`config.mk`:
```
export PLATFORM = sky130hd
export DESIGN_NAME = txpend_reg
export DESIGN_NICKNAME = d
export VERILOG_FILES = /design/src/rtl/txpend_reg.sv
export SDC_FILE = /design/constraint.sdc
export NUM_CORES = 1
export LEC_CHECK = 0
export BUFFER_PORTS_ARGS = -buffer_cell sky130_fd_sc_hd__buf_2
export CAP_MARGIN = 40
export CORE_MARGIN = 1.5
export CORE_UTILIZATION = 25
export CTS_CLUSTER_SIZE = 8
export DETAILED_ROUTE_END_ITERATION = 16
export PLACE_DENSITY = 0.51
export SYNTH_ARGS = -nofsm -noshare
export SYNTH_HDL_FRONTEND = slang
export SYNTH_SLANG_ARGS = --single-unit
```
`constraint.sdc`:
```
create_clock -name clk -period 1.74 [get_ports clk]
set_clock_uncertainty 0.05 [all_clocks]
set_input_delay 0.348 -clock clk [delete_from_list [all_inputs] [get_ports clk]]
set_output_delay 0.348 -clock clk [all_outputs]
set_load 0.02 [all_outputs]
```
`src/rtl/txpend_reg.sv`:
```
module txpend_reg #(
  parameter int WW   = 16,
  parameter int NBOX = 2 * WW
) (
  input  logic            clk,
  input  logic            rst_n,
  input  logic            bus_vld,
  input  logic            bus_wr,
  input  logic            bus_addr,
  input  logic [WW-1:0]   bus_wdata,
  output logic [WW-1:0]   bus_rdata,
  input  logic [NBOX-1:0] tx_en_mask,
  input  logic [NBOX-1:0] cancel_req,
  input  logic [NBOX-1:0] tx_done,
  output logic [NBOX-1:0] pend_o
);

  localparam logic [NBOX-1:0] SLOT_OK = ~{{(NBOX-1){1'b0}}, 1'b1};

  logic [NBOX-1:0] pend_q;
  logic [WW-1:0]   hold_q;
  logic [WW-1:0]   rdata_q;

  wire up_wr = bus_vld &&  bus_wr && !bus_addr;
  wire lo_wr = bus_vld &&  bus_wr &&  bus_addr;
  wire up_rd = bus_vld && !bus_wr && !bus_addr;
  wire lo_rd = bus_vld && !bus_wr &&  bus_addr;

  wire [NBOX-1:0] set_vec = lo_wr ? ({hold_q, bus_wdata} & tx_en_mask & SLOT_OK) : '0;
  wire [NBOX-1:0] clr_vec = cancel_req | tx_done;

  always_ff @(posedge clk) begin
    if (!rst_n) begin
      pend_q  <= '0;
      hold_q  <= '0;
      rdata_q <= '0;
    end else begin
      pend_q <= (pend_q | set_vec) & ~clr_vec & SLOT_OK;
      if (up_wr)      hold_q <= bus_wdata;
      else if (up_rd) hold_q <= pend_q[WW-1:0];
      if (up_rd)      rdata_q <= pend_q[NBOX-1:WW];
      else if (lo_rd) rdata_q <= hold_q;
    end
  end

  assign pend_o    = pend_q;
  assign bus_rdata = rdata_q;

endmodule

```
# Word-level counts from Yosys, hierarchy flattened
# Cells that the tools add are included.
dict set report totals {
  elab_cells 24
  out_inout_bits 48
  inputBits 117
  regBits 64
}
dict set report classes {
  muxes 5
  reduce_logical 10
  bitwise_logic 5
}
# op n
set op_table {}
lappend op_table {{32-bit AND} 2}
lappend op_table {{16-bit 2-to-1 mux} 4}
lappend op_table {{32-bit bitwise OR} 2}
lappend op_table {{32-bit 2-to-1 mux} 1}
lappend op_table {{32-bit inverter} 1}
lappend op_table {{1-bit logical AND} 6}
lappend op_table {{2-bit nonzero test} 2}
lappend op_table {{1-bit zero test} 2}

# Depth between registers and ports, before layout
# Gate-level depths: netlist of the first run.
dict set report depth {
  word_depth 5
  mapped_depth 6
}

# Worst setup path before layout of the first run
# OpenSTA, ideal clock, no wires.
dict set report synth_path {
  kind {input port to flip-flop}
  startpoint {in bus_addr}
  endpoint {reg pend_q[10] (netlist: pend_o[10])}
  arrival_ns 1.184
  path_buffers 3
  path_slack_ns 0.387
  cell_stages 6
  path_cell_list {buf_4 > and3_1 > buf_4 > buf_6 > a31oi_1 > nor4b_2}
}
dict set report synth_between {
  elab_chain_cells 4
}
# item line_no
set synth_rtl {}
lappend synth_rtl {{from (decl)} 9} ;# input logic bus_addr,
lappend synth_rtl {{1-bit logical AND} 25} ;# wire lo_wr = bus_vld && bus_wr && bus_addr;
lappend synth_rtl {{32-bit 2-to-1 mux} 29} ;# wire [NBOX-1:0] set_vec = lo_wr ? ({hold_q, bus_wdata} & tx_en_mask & SLOT_OK) : '0;
lappend synth_rtl {{32-bit bitwise OR} 38} ;# pend_q <= (pend_q | set_vec) & ~clr_vec & SLOT_OK;
lappend synth_rtl {{32-bit AND} 38}
lappend synth_rtl {{to (signal assigned)} 38}
lappend synth_rtl {{to (decl)} 20} ;# logic [NBOX-1:0] pend_q;
# Every way passes these cells.
# A chain may end at the register's enable or synchronous reset.

# Final worst setup path of the first run
dict set report layout_path {
  startpoint {reg pend_q[13] (netlist: pend_o[13])}
  endpoint {out pend_o[13]}
}
# item line_no
set layout_rtl {}
lappend layout_rtl {{to (decl)} 15} ;# output logic [NBOX-1:0] pend_o
# No word-level cell between the ends.

==> results of run 1 <==
## cell usage after synthesis
cell type	count
a21boi_0	1
a21oi_1	31
a31oi_1	31
and3_1	1
buf_2	4
buf_4	4
buf_6	3
clkbuf_1	10
conb_1	1
dfxtp_1	63
mux2i_1	31
nand2b_1	1
nand3_1	1
nor2b_2	2
nor4b_1	1
nor4b_2	30
o21ai_0	31
## logic make-up after synthesis
logic type             Yosys count  synth area share, %
and+or+nand+nor                 36                 18.3
DFF                             63                 46.7
other                            1                0.139
muxes                           31                 11.5
buffers and inverters           21                 4.49
AOI/OAI and AO/OA               94                 18.9
## state kept, by name, summed over array words and instances (netlist names)
name,flops
bus_rdata,16
pend_o,31
hold_q,16
## final cells by class
cell class                 instances  area (um2)
timing repair buffer             170         901
tap                              136         170
clock inverter                     6        70.1
multi-input combinational        162        1320
fill                            1082        6560
clock buffer                      10         138
sequential                        63        1260
## worst paths after layout
path | to | slack (ns)
max | pend_o[13] | 0.46
min | pend_o[13] | 0.11
max reg2reg | pend_o[18] | 0.91
min reg2reg | hold_q[0] | 0.46
## stage by stage
step                area [um2]  utilization (%)  hold WS, ns  worst slack (ns)  power, mW
floorplan                 2700                -        0.369             0.387       1.73
global placement          3650             35.1        0.448             0.232       1.95
detailed placement        3650             35.1        0.453             0.155       1.96
CTS                       3860             37.1       0.0846             0.419       3.31
global route              3860             37.1       0.0779             0.385       3.40
finish                    3860             37.1        0.108             0.457       3.23
## power groups by stage
stage	Clock, mW	Combinational (mW)	Sequential, mW
final	1.31	0.399	1.52
after CTS	1.38	0.409	1.52
after floorplan	0	0.161	1.57
after detailed placement	0	0.407	1.55
after global routing	1.43	0.439	1.52
after global placement	0	0.399	1.55
## per-layer routing
| layer | track usage, % | vias up |
|---|---|---|
| li1 | - | 1275 |
| met1 | 15.5 | 1124 |
| met2 | 23.7 | 99 |
| met3 | 4.86 | 11 |
| met4 | 5.14 | 0 |
| met5 | 0 | - |
==> flow_results.org, run 1 <==
** Worst setup path
- Crit. End Element :: output pin
- Worst Setup Path Type :: flip-flop to output pin
- Crit-path leading delay family :: flip-flops
- Cell depth of the worst setup path :: 1
- On the worst path, the slowest cell contributes a delay of around 0.35 ns.
- Worst path required time :: between 1 and 1.5 ns
- Of all nets on the critical path, the largest fanout is 3.
- Crit path buf inv count :: 1
- The critical path goes through buf_2.
- Slowest cell on the critical path :: dfxtp_1
- The worst setup path is launched from a flip-flop.
- In this run the critical register-to-register path is launched from hold_q[2].
- Data arrives at the worst endpoint at slightly below 0.9 ns.
- The number of cells on the worst reg-to-reg path is 2.
- Critical path startpoint :: pend_o[13]

** Final layout
- The repair_antennas step left the layout with diodes totalling 0.
- In the layout the commonest cells are buf_2 (160), dfxtp_1 (63).
- The count of cells in the finished layout, fillers not included, comes to 547.
- Area Overhead vs Synth :: 42.8%
- After the last flow step, the layout net total stands at approximately 520.
- Leaving out fill and tap cells, the most frequent cell in the layout is buf_2.
- In the final layout, the share of cells above drive strength 1 is roughly 53%.

** Timing
- Final period utilization :: between 70% and 80%
- Setup repair after global routing left no endpoint under its margin.
- Total count of hold-check failures in the final report :: 0
- In the final timing run, aggregate negative setup slack is 0 ns.
- Post-route minimum period :: between 1 and 1.5 ns
- Fmax :: 0.779 GHz
- Setup violations remaining at the end of the flow were counted as 0.
- Count of final max-slew check failures :: 0

** Drt
- Final routed wire length divided by cell count :: between 10 and 15 um
- Vias per cell :: about 4.6
- Wire segments on met3 add up to between 500 and 600 um in the final route.
- In this run the remaining antenna-violating nets after routing total 0.
- Detailed-route wire length on metal 1 :: 3280 um
- The detailed router finished its first iteration with 57 violations.
- For this block, the via count after detailed routing is around 2500.
- Remaining design rule violation count :: 0
- Routed WL :: approximately 7700 um
- Summed over all nets, wire length on met2 after detailed routing comes to between 3000 and 4000 um.
- Topmost layer with routed signal wires :: met4
- Number of iterations in the first detailed-routing pass :: 4

** Pwr
- Dividing total power by cell area gives a power density of 837 mW/mm2.
- In this run the static leakage power is approximately 1.7 nW.
- The internal power of the cells totals about 2.4 mW.
- Per report_power, the clock group accounts for 40.7% of the total.
- Net Sw Frac :: approximately a quarter
- Combinational logic burns roughly 12% of the power.
- Psw :: 0.843 mW
- Reg power frac :: 47.0%
- Across the VDD grid, the largest voltage drop is 355 uV.

** Floorplan
- DIE AREA :: 0.0114 mm2
- Die Y :: ~110 um
- Total core area :: 0.0104 mm2
- Die extent in x :: between 100 and 150 um
- Site Rows :: 37
- Effective utilization at floorplan :: about a quarter
- Number of top-level design ports :: about 170

** Synth
- By area the synthesized netlist is led by dfxtp_1 (47%), nor4b_2 (17%), mux2i_1 (11%).
- Post-Synthesis Net Count :: approximately 360
- Dominant cell type by area after synthesis :: dfxtp_1
- Part of the Yosys area used for sequential elements :: between 40% and 50%
- Syn avg cell area :: approximately 11 um2
- Synth cell types :: 17
- Flip-flop and latch count after synthesis :: 63
- Instance count of the mapped netlist :: ~250
- Synth Warn # :: 0
- Portion of synthesized cell area occupied by the leading cell type :: between 40% and 50%
- Cell Area, Synth :: approximately 0.0027 mm2

** Global route
- Via count of the first global-routing pass :: 2439
- Largest net degree at the start of global routing :: 64
- After global routing the overflow that remains totals 0.
- Global Route Usage Sum :: 13.7%
- Initial antenna violation count :: 0
- The first global-routing pass estimated about 12000 um of wire.

** CTS
- Clock Latency Late Sink :: roughly 0.34 ns
- Cell chosen for the clock root :: clkbuf_8
- Clock buffers created by TritonCTS :: 9
- TritonCTS built the clock tree.
- Maximum buffer depth of the clock tree :: 2
- Hold Buf Count CTS :: 0
- CTS saw between 60 and 70 sinks.
- Number of buffers added for setup after CTS :: 0
- Once the clock tree was built, the resizer swapped 0 gates to a different size.
- The clock tree synthesis step divided the H-tree into 3 levels.
- Clk slew on worst S/H paths :: around 0.080 ns

** Min path
- The worst hold path begins at cancel_req[13].
- Hold path depth :: 2
- In this run the worst hold path is classified as input port to flip-flop.

** Place
- Routability-driven placement finished with a final weighted congestion of 0.670.
- Detailed placement HPWL :: 5790 um
- Count of placed standard cells including taps :: between 500 and 600
- In this run the tool buffered the top-level ports with 160 buffer cells.

** Outcome
- Status :: complete, no violations

** Job
- Max_cap viols :: 0
Power figures use the tool's default switching activity.
==> inputs of run 2 (changes only) <==
--- a/config.mk
+++ b/config.mk
@@ -11,7 +11,7 @@
 export CORE_UTILIZATION = 25
 export CTS_CLUSTER_SIZE = 8
 export DETAILED_ROUTE_END_ITERATION = 16
-export PLACE_DENSITY = 0.51
+export PLACE_DENSITY = 0.53
 export SYNTH_ARGS = -nofsm -noshare
 export SYNTH_HDL_FRONTEND = slang
 export SYNTH_SLANG_ARGS = --single-unit
==> constraint.sdc (replaced) <==
create_clock -name clk -period 1 [get_ports clk]
set_clock_uncertainty 0.05 [all_clocks]
set_input_delay 0.2 -clock clk [delete_from_list [all_inputs] [get_ports clk]]
set_output_delay 0.2 -clock clk [all_outputs]
set_load 0.02 [all_outputs]
==> flow_results.org, run 2 (same netlist as run 1, synthesis figures left out) <==
** Pwr
- Combinational group share of total power :: 18.4% (+6.0 points)
- The switching part of the total power was 25.6% (-0.45 points).
- The internal power component came to 4.36 mW (+83%).
- Peak supply drop :: 655 uV (+85%)
- Psw :: 1.50 mW (+79%)
- The sequential share of power came to 45.3% (-1.7 points).
- The part of the power in the clock network was 36.3% (-4.4 points).
- Power density over cell area :: 1070 mW/mm2 (+28%)
- Leakage power summed over all cells :: 2.29 nW (+34%)
- The post-layout total power came to 5.87 mW (+82%).

** Timing
- The total setup violations reported at the end of the flow came to 47 (+47).
- Post-route minimum period :: 1.07 ns
- The final total negative setup slack was -1.67 ns (-1.67 ns).
- Total count of hold-check failures in the final report :: 0 (unchanged)
- Final worst hold slack :: 0.102 ns (-0.00656 ns)
- Fmax :: between 0.9 and 1 GHz
- The final worst slack is -0.0693 ns (-0.526 ns).
- RSZ-0062 raised after global routing :: yes
- In the finished design, the share of the clock period the worst path needs comes to 107%.
- Count of final max-slew check failures :: 0 (unchanged)

** Worst setup path
- Critical path startpoint :: pend_o[8]
- The slowest stage of the critical path is the dfxtp_4 cell.
- Top fanout value on the critical path :: 3 (unchanged)
- The logic depth of the worst register-to-register path was 4 (+2).
- The required time at the worst-slack endpoint was 0.75 ns (-0.59 ns).
- The critical path data arrival time was 0.82 ns (-0.07 ns).
- Broken down by cell family, the worst path's largest delay share belongs to flip-flops.
- Startpoint of the worst register-to-register path :: pend_o[27]
- Sequence of cells on the critical path :: buf_6
- Crit. End Element :: output pin
- The buffer and inverter count on the worst path was 1 (unchanged).
- Startpoint types :: flip-flop
- Worst path max stage delay :: 0.36 ns (about the same)
- Setup slack of the worst register-to-register path :: 0.02 ns (-0.89 ns)
- Terminus of the critical flop-to-flop path :: pend_o[27]
- The critical path is of the flip-flop to output pin type.

** Final layout
- Share of post-route cells with drive strength above 1 :: 62.8% (+9.8 points)
- Most frequent standard cell in the layout excluding fill and tap cells :: buf_2
- Area Overhead vs Synth :: 102%
- The final design utilization is 52.4% (+15 points).
- The net count of the finished layout was 623 (+19%).
- The number of diodes is 0 (unchanged).
- Commonest non-fill, non-tap cells in the layout :: buf_2 (113), dlygate4sd3_1 (62), buf_6 (47)
- The number of standard cells in the layout, taps in and fillers out came to 647 (+18%).
- The number of flip-flops under the largest register name came to 31 (unchanged).
- Final instance area :: 0.00546 mm2 (+41%)

** Global route
- Routing usage on met3 :: 4.50% (-0.36 points)
- The first-pass GRT wire length came to 15500 um (+29%).
- After global routing, the most crowded layer is met2.
- The routing usage on met1 was 20.9% (+5.4 points).
- GR Util met2 :: 30.6% (+7.0 points)
- Remaining global-route overflow :: 0 (unchanged)
- The global-route usage over all layers came to 17.4% (+3.7 points).
- The largest net degree at the start of global routing came to 33 (-48%).
- Initial antenna violation count :: 0 (unchanged)
- The number of global-route vias before repair is 3219 (+32%).

** CTS
- Maximum buffer depth of the clock tree :: 2 (unchanged)
- Clk slew on worst S/H paths :: 0.07 ns (about the same)
- The tree is rooted in a clkbuf_8.
- The clock latency of the later-clocked register in the worst-skew pair was 0.33 ns (about the same).
- The number of clock sinks was 63 (unchanged).
- Number of H-tree branching levels :: 3 (unchanged)
- Clock buffers created by TritonCTS :: 9 (unchanged)
- Clock tree from TritonCTS :: yes

** Floorplan
- DIE AREA :: 0.0114 mm2 (unchanged)
- Number of top-level design ports :: 165 (unchanged)
- Die Y :: 107 um (unchanged)
- The standard cell core area was 0.0104 mm2 (unchanged).
- The horizontal die dimension is 107 um (unchanged).
- Site Rows :: 37 (unchanged)
- The initial core utilization was 25.9% (unchanged).

** Drt
- The detailed-route wire length came to 9860 um (+27%).
- The detailed-route DRC error count was 0 (unchanged).
- The total number of vias came to 2989 (+19%).
- Post-detailed-route count of antenna-violating nets :: 0 (unchanged)
- Number of iterations in the first detailed-routing pass :: 4 (unchanged)
- Vias per cell :: 4.62 (+0.72%)
- The starting DRC count in detailed routing is 107 (+88%).
- Final routed wire length divided by cell count :: 15.2 um (+7.7%)

** Min path
- Hold path depth :: 3 (+1)
- The startpoint identified for the worst hold timing path is bus_wdata[0].
- Worst hold path class :: input port to flip-flop
- Sink of the worst hold path :: hold_q[0]

** Place
- Area after detailed placement :: 0.00403 mm2 (+10%)
- Count of placed standard cells including taps :: 539 (+1.5%)
- The port buffer count came to 160 (unchanged).
- Detailed placement HPWL :: 6180 um (+6.7%)
- Dpl ws :: -0.280 ns (-0.435 ns)
- The weighted congestion at the end of routability-driven global placement is 0.761 (+14%).

** Outcome
- The run finished, with violations left.
- Failing checks :: negative setup slack

** Job
- The number of maximum-capacitance violations was 0 (unchanged).
-- run 2: power groups by stage --
stage	Sequential (mW)	Combinational, mW	Clock [mW]
floorplan	2.74	0.325	0
global placement	2.71	0.818	0
detailed placement	2.71	0.831	0
CTS	2.65	1.07	2.22
global route	2.67	1.16	2.32
finish	2.66	1.08	2.13
-- run 2: timing repair --
| item | CTS | global route |
|---|---|---|
| hold buffers | 62 | 0 |
| resized for setup | 147 | 4 |
| endpoints found under the hold margin | 31 | 0 |
| setup buffers | 26 | 4 |
| pin swaps | 0 | 1 |
| setup endpoints to repair | 47 | 49 |
-- run 2: metal layers --
metal  vias to the layer above  wire length [um]
met3                        12               471
met1                      1402              4280
met5                         -                 0
li1                       1477                 -
met4                         0               156
met2                        98              4950
-- run 2: tightest hold or removal path: cells and delay by family --
family | cells | cell delay, ns
AO/OA/AOI/OAI | 1 | 0.07
buffers and inverters | 1 | 0.10
AND/OR/NAND/NOR | 1 | 0.07
-- run 2: worst max-delay path by stage --
stage                            end  slack (ns)  depth (start not counted)
after floorplan           pend_o[10]       -0.16                          6
after global placement    pend_o[11]       -0.27                          5
after detailed placement   pend_o[9]       -0.28                          5
after CTS                  pend_o[9]       -0.09                          1
after global routing       pend_o[8]       -0.11                          1
final                      pend_o[8]       -0.07                          1
-- run 2: cell type report --
class / instances / area [um2]
clock buffer: 13 / 179
sequential: 63 / 1340
fill: 913 / 4960
tap: 136 / 170
multi-input combinational: 162 / 1560
timing repair buffer: 270 / 2200
clock inverter: 3 / 15.0
==> inputs of run 3 (changes only) <==
--- a/config.mk
+++ b/config.mk
@@ -9,9 +9,11 @@
 export CAP_MARGIN = 40
 export CORE_MARGIN = 1.5
 export CORE_UTILIZATION = 25
+export CTS_BUF_LIST = sky130_fd_sc_hd__clkbuf_4 sky130_fd_sc_hd__clkbuf_8
 export CTS_CLUSTER_SIZE = 8
 export DETAILED_ROUTE_END_ITERATION = 16
 export PLACE_DENSITY = 0.53
+export SKIP_CTS_REPAIR_TIMING = 1
 export SYNTH_ARGS = -nofsm -noshare
 export SYNTH_HDL_FRONTEND = slang
 export SYNTH_SLANG_ARGS = --single-unit
==> flow_results.org, run 3 (same netlist as run 1, synthesis figures left out) <==
** Outcome
- The flow ran to the end, but the final reports show violations.
- The final reports fail on negative setup slack.

** Timing
- Final setup fails :: 47 (unchanged)
- The final critical delay including setup and external delays was 1.07 ns (+0.00143 ns).
- The maximum operating frequency is 0.934 GHz (-0.13%).
- Final setup TNS :: -2.06 ns (-0.396 ns)
- Setup repair after global routing could not meet its margin everywhere.
- Total count of hold-check failures in the final report :: 0 (unchanged)
- Final period utilization :: 107% (+0.14 points)
- The final worst hold slack came to 0.101 ns (-0.000963 ns).
- The final worst slack is -0.0707 ns (-0.00143 ns).
- The final number of max-transition violations is 0 (unchanged).

** Final layout
- In the layout the commonest cells are buf_2 (113), dlygate4sd3_1 (62), buf_6 (48).
- The ratio of cells with drive above 1 in the final layout was 61.4% (-1.4 points).
- NumNets Final :: 610 (-2.1%)
- Number of diodes added for antenna fixing :: 0 (unchanged)
- The number of fillers in the final layout was 935 (+2.4%).
- Area Overhead vs Synth :: 98.5%
- Final instance area :: 0.00537 mm2 (-1.7%)
- Number of flip-flops in the largest register :: 31 (unchanged)
- Leaving out fill and tap cells, the most frequent cell in the layout is buf_2.
- The number of standard cells in the layout, taps in and fillers out came to 634 (-2.0%).

** Place
- The post-detailed-placement cell area came to 0.00403 mm2 (unchanged).
- Buffers on Ports :: 160 (unchanged)
- The weighted congestion at the end of routability-driven global placement was 0.761 (unchanged).
- Detailed placement HPWL :: 6180 um (unchanged)
- Count of placed standard cells including taps :: 539 (unchanged)

** Worst setup path
- The worst setup path is captured at an output pin.
- Worst endpoint data arrival time :: 0.82 ns (about the same)
- Startpoint types :: flip-flop
- Top fanout value on the critical path :: 3 (unchanged)
- The worst setup path is of the flip-flop to output pin kind.
- The kind of cell with the highest combined delay along the critical path is flip-flops.
- The buffer and inverter count on the worst path was 1 (unchanged).
- The delay of the slowest critical-path stage is 0.36 ns (about the same).
- Sequence of cells on the critical path :: buf_6
- The required time at the worst-slack endpoint was 0.75 ns (about the same).
- Slowest cell on the critical path :: dfxtp_4

** Floorplan
- The number of top-level design ports was 165 (unchanged).
- The standard cell core area came to 0.0104 mm2 (unchanged).
- Effective utilization at floorplan :: 25.9% (unchanged)
- The floorplan die area was 0.0114 mm2 (unchanged).
- The horizontal die dimension is 107 um (unchanged).
- The floorplan row count was 37 (unchanged).
- Die Y :: 107 um (unchanged)

** Drt
- Vias per cell :: 4.65 (+0.62%)
- The routed wirelength normalized by instance count is 15.3 um (+0.32%).
- Routed WL :: 9690 um (-1.7%)
- The iteration count of the initial detailed-routing pass came to 5 (+1).
- The starting DRC count in detailed routing was 121 (+13%).
- The detailed-route DRC error count is 0 (unchanged).
- The number of routed nets with antenna violations is 0 (unchanged).
- Vias after detailed routing :: 2947 (-1.4%)

** Global route
- Global Route Usage Sum :: 14.6% (-2.8 points)
- The met2 track demand over resource in global routing came to 22.6% (-8.0 points).
- The largest net degree at the start of global routing was 33 (unchanged).
- The number of global-route vias before repair came to 2580 (-20%).
- The routing usage on met1 is 19.9% (-1.0 points).
- The remaining global-route overflow came to 0 (unchanged).
- The layer flagged by global routing as most heavily used is met2.
- The initial antenna violation count is 0 (unchanged).
- The first-pass GRT wire length came to 12900 um (-17%).
- Routing usage on met3 :: 4.01% (-0.49 points)

** Pwr
- Psw :: 1.49 mW (-1.2%)
- Leakage power summed over all cells :: 2.22 nW (-3.1%)
- The internal power component came to 4.34 mW (-0.51%).
- Relative contribution of the clock network to total power :: 36.4% (about the same)
- The switching part of the total power was 25.5% (-0.12 points).
- Combinational group share of total power :: 18.4% (about the same)
- Reg power frac :: 45.2% (about the same)
- Peak supply drop :: 650 uV (-0.77%)
- Power density over cell area :: 1090 mW/mm2 (+1.1%)

** CTS
- Maximum buffer depth of the clock tree :: 2 (unchanged)
- Clock Latency Late Sink :: 0.33 ns (about the same)
- The CTS H-tree depth was 3 (unchanged).
- Cell chosen for the clock root :: clkbuf_8
- Clock buffers created by TritonCTS :: 9 (unchanged)
- Number of clock sinks seen by CTS :: 63 (unchanged)
- The CTS clock-pin slew for the worst setup and hold paths is 0.07 ns (about the same).
- TritonCTS built the clock tree.

** Min path
- The worst hold path belongs to the class input port to flip-flop.

** Job
- The number of maximum-capacitance violations came to 0 (unchanged).
==> run 3: changes by cell type in the layout (fill, tap and decap cells not counted) <==
cell	delta
a31oi_1	+2
a31oi_2	-1
a31oi_4	-1
buf_4	-14
buf_6	+1
dfxtp_2	-8
dfxtp_4	+8
==> run 3: power groups by stage <==
| stage | logic (mW) | clock network [mW] | registers (mW) |
|---|---|---|---|
| floorplan | 0.325 | 0 | 2.74 |
| global placement | 0.818 | 0 | 2.71 |
| detailed placement | 0.831 | 0 | 2.71 |
| CTS | 0.833 | 2.22 | 2.65 |
| global route | 1.16 | 2.33 | 2.65 |
| finish | 1.08 | 2.12 | 2.63 |
==> run 3: worst paths after layout <==
kind                start  slack (ns)  cells past startpoint         end
max reg2reg     pend_o[5]        0.05                      4   pend_o[5]
max            pend_o[23]       -0.07                      1  pend_o[23]
min reg2reg     hold_q[0]        0.48                      2   hold_q[0]
min          bus_wdata[0]        0.10                      3   hold_q[0]
==> run 3: layer usage <==
layer,vias up,part of all wire [%]
met3,7,5.2
met5,-,0
met2,99,51
met1,1390,43
li1,1451,-
met4,0,0.84
==> run 3: cell type report <==
class	count	area (um2)	share of cell area, %
multi-input combinational	162	1540	28.7
timing repair buffer	257	2110	39.3
clock buffer	13	179	3.33
tap	136	170	3.17
sequential	63	1360	25.3
clock inverter	3	15.0	0.280
==> run 3: stage by stage <==
step | setup slack (ns) | power [mW] | util [%]
after floorplan | -0.157 | 3.06 | -
after global placement | -0.269 | 3.53 | 38.7
after detailed placement | -0.280 | 3.54 | 38.7
after CTS | -0.206 | 5.71 | 40.5
after global routing | -0.120 | 6.14 | 51.5
final | -0.0707 | 5.83 | 51.5
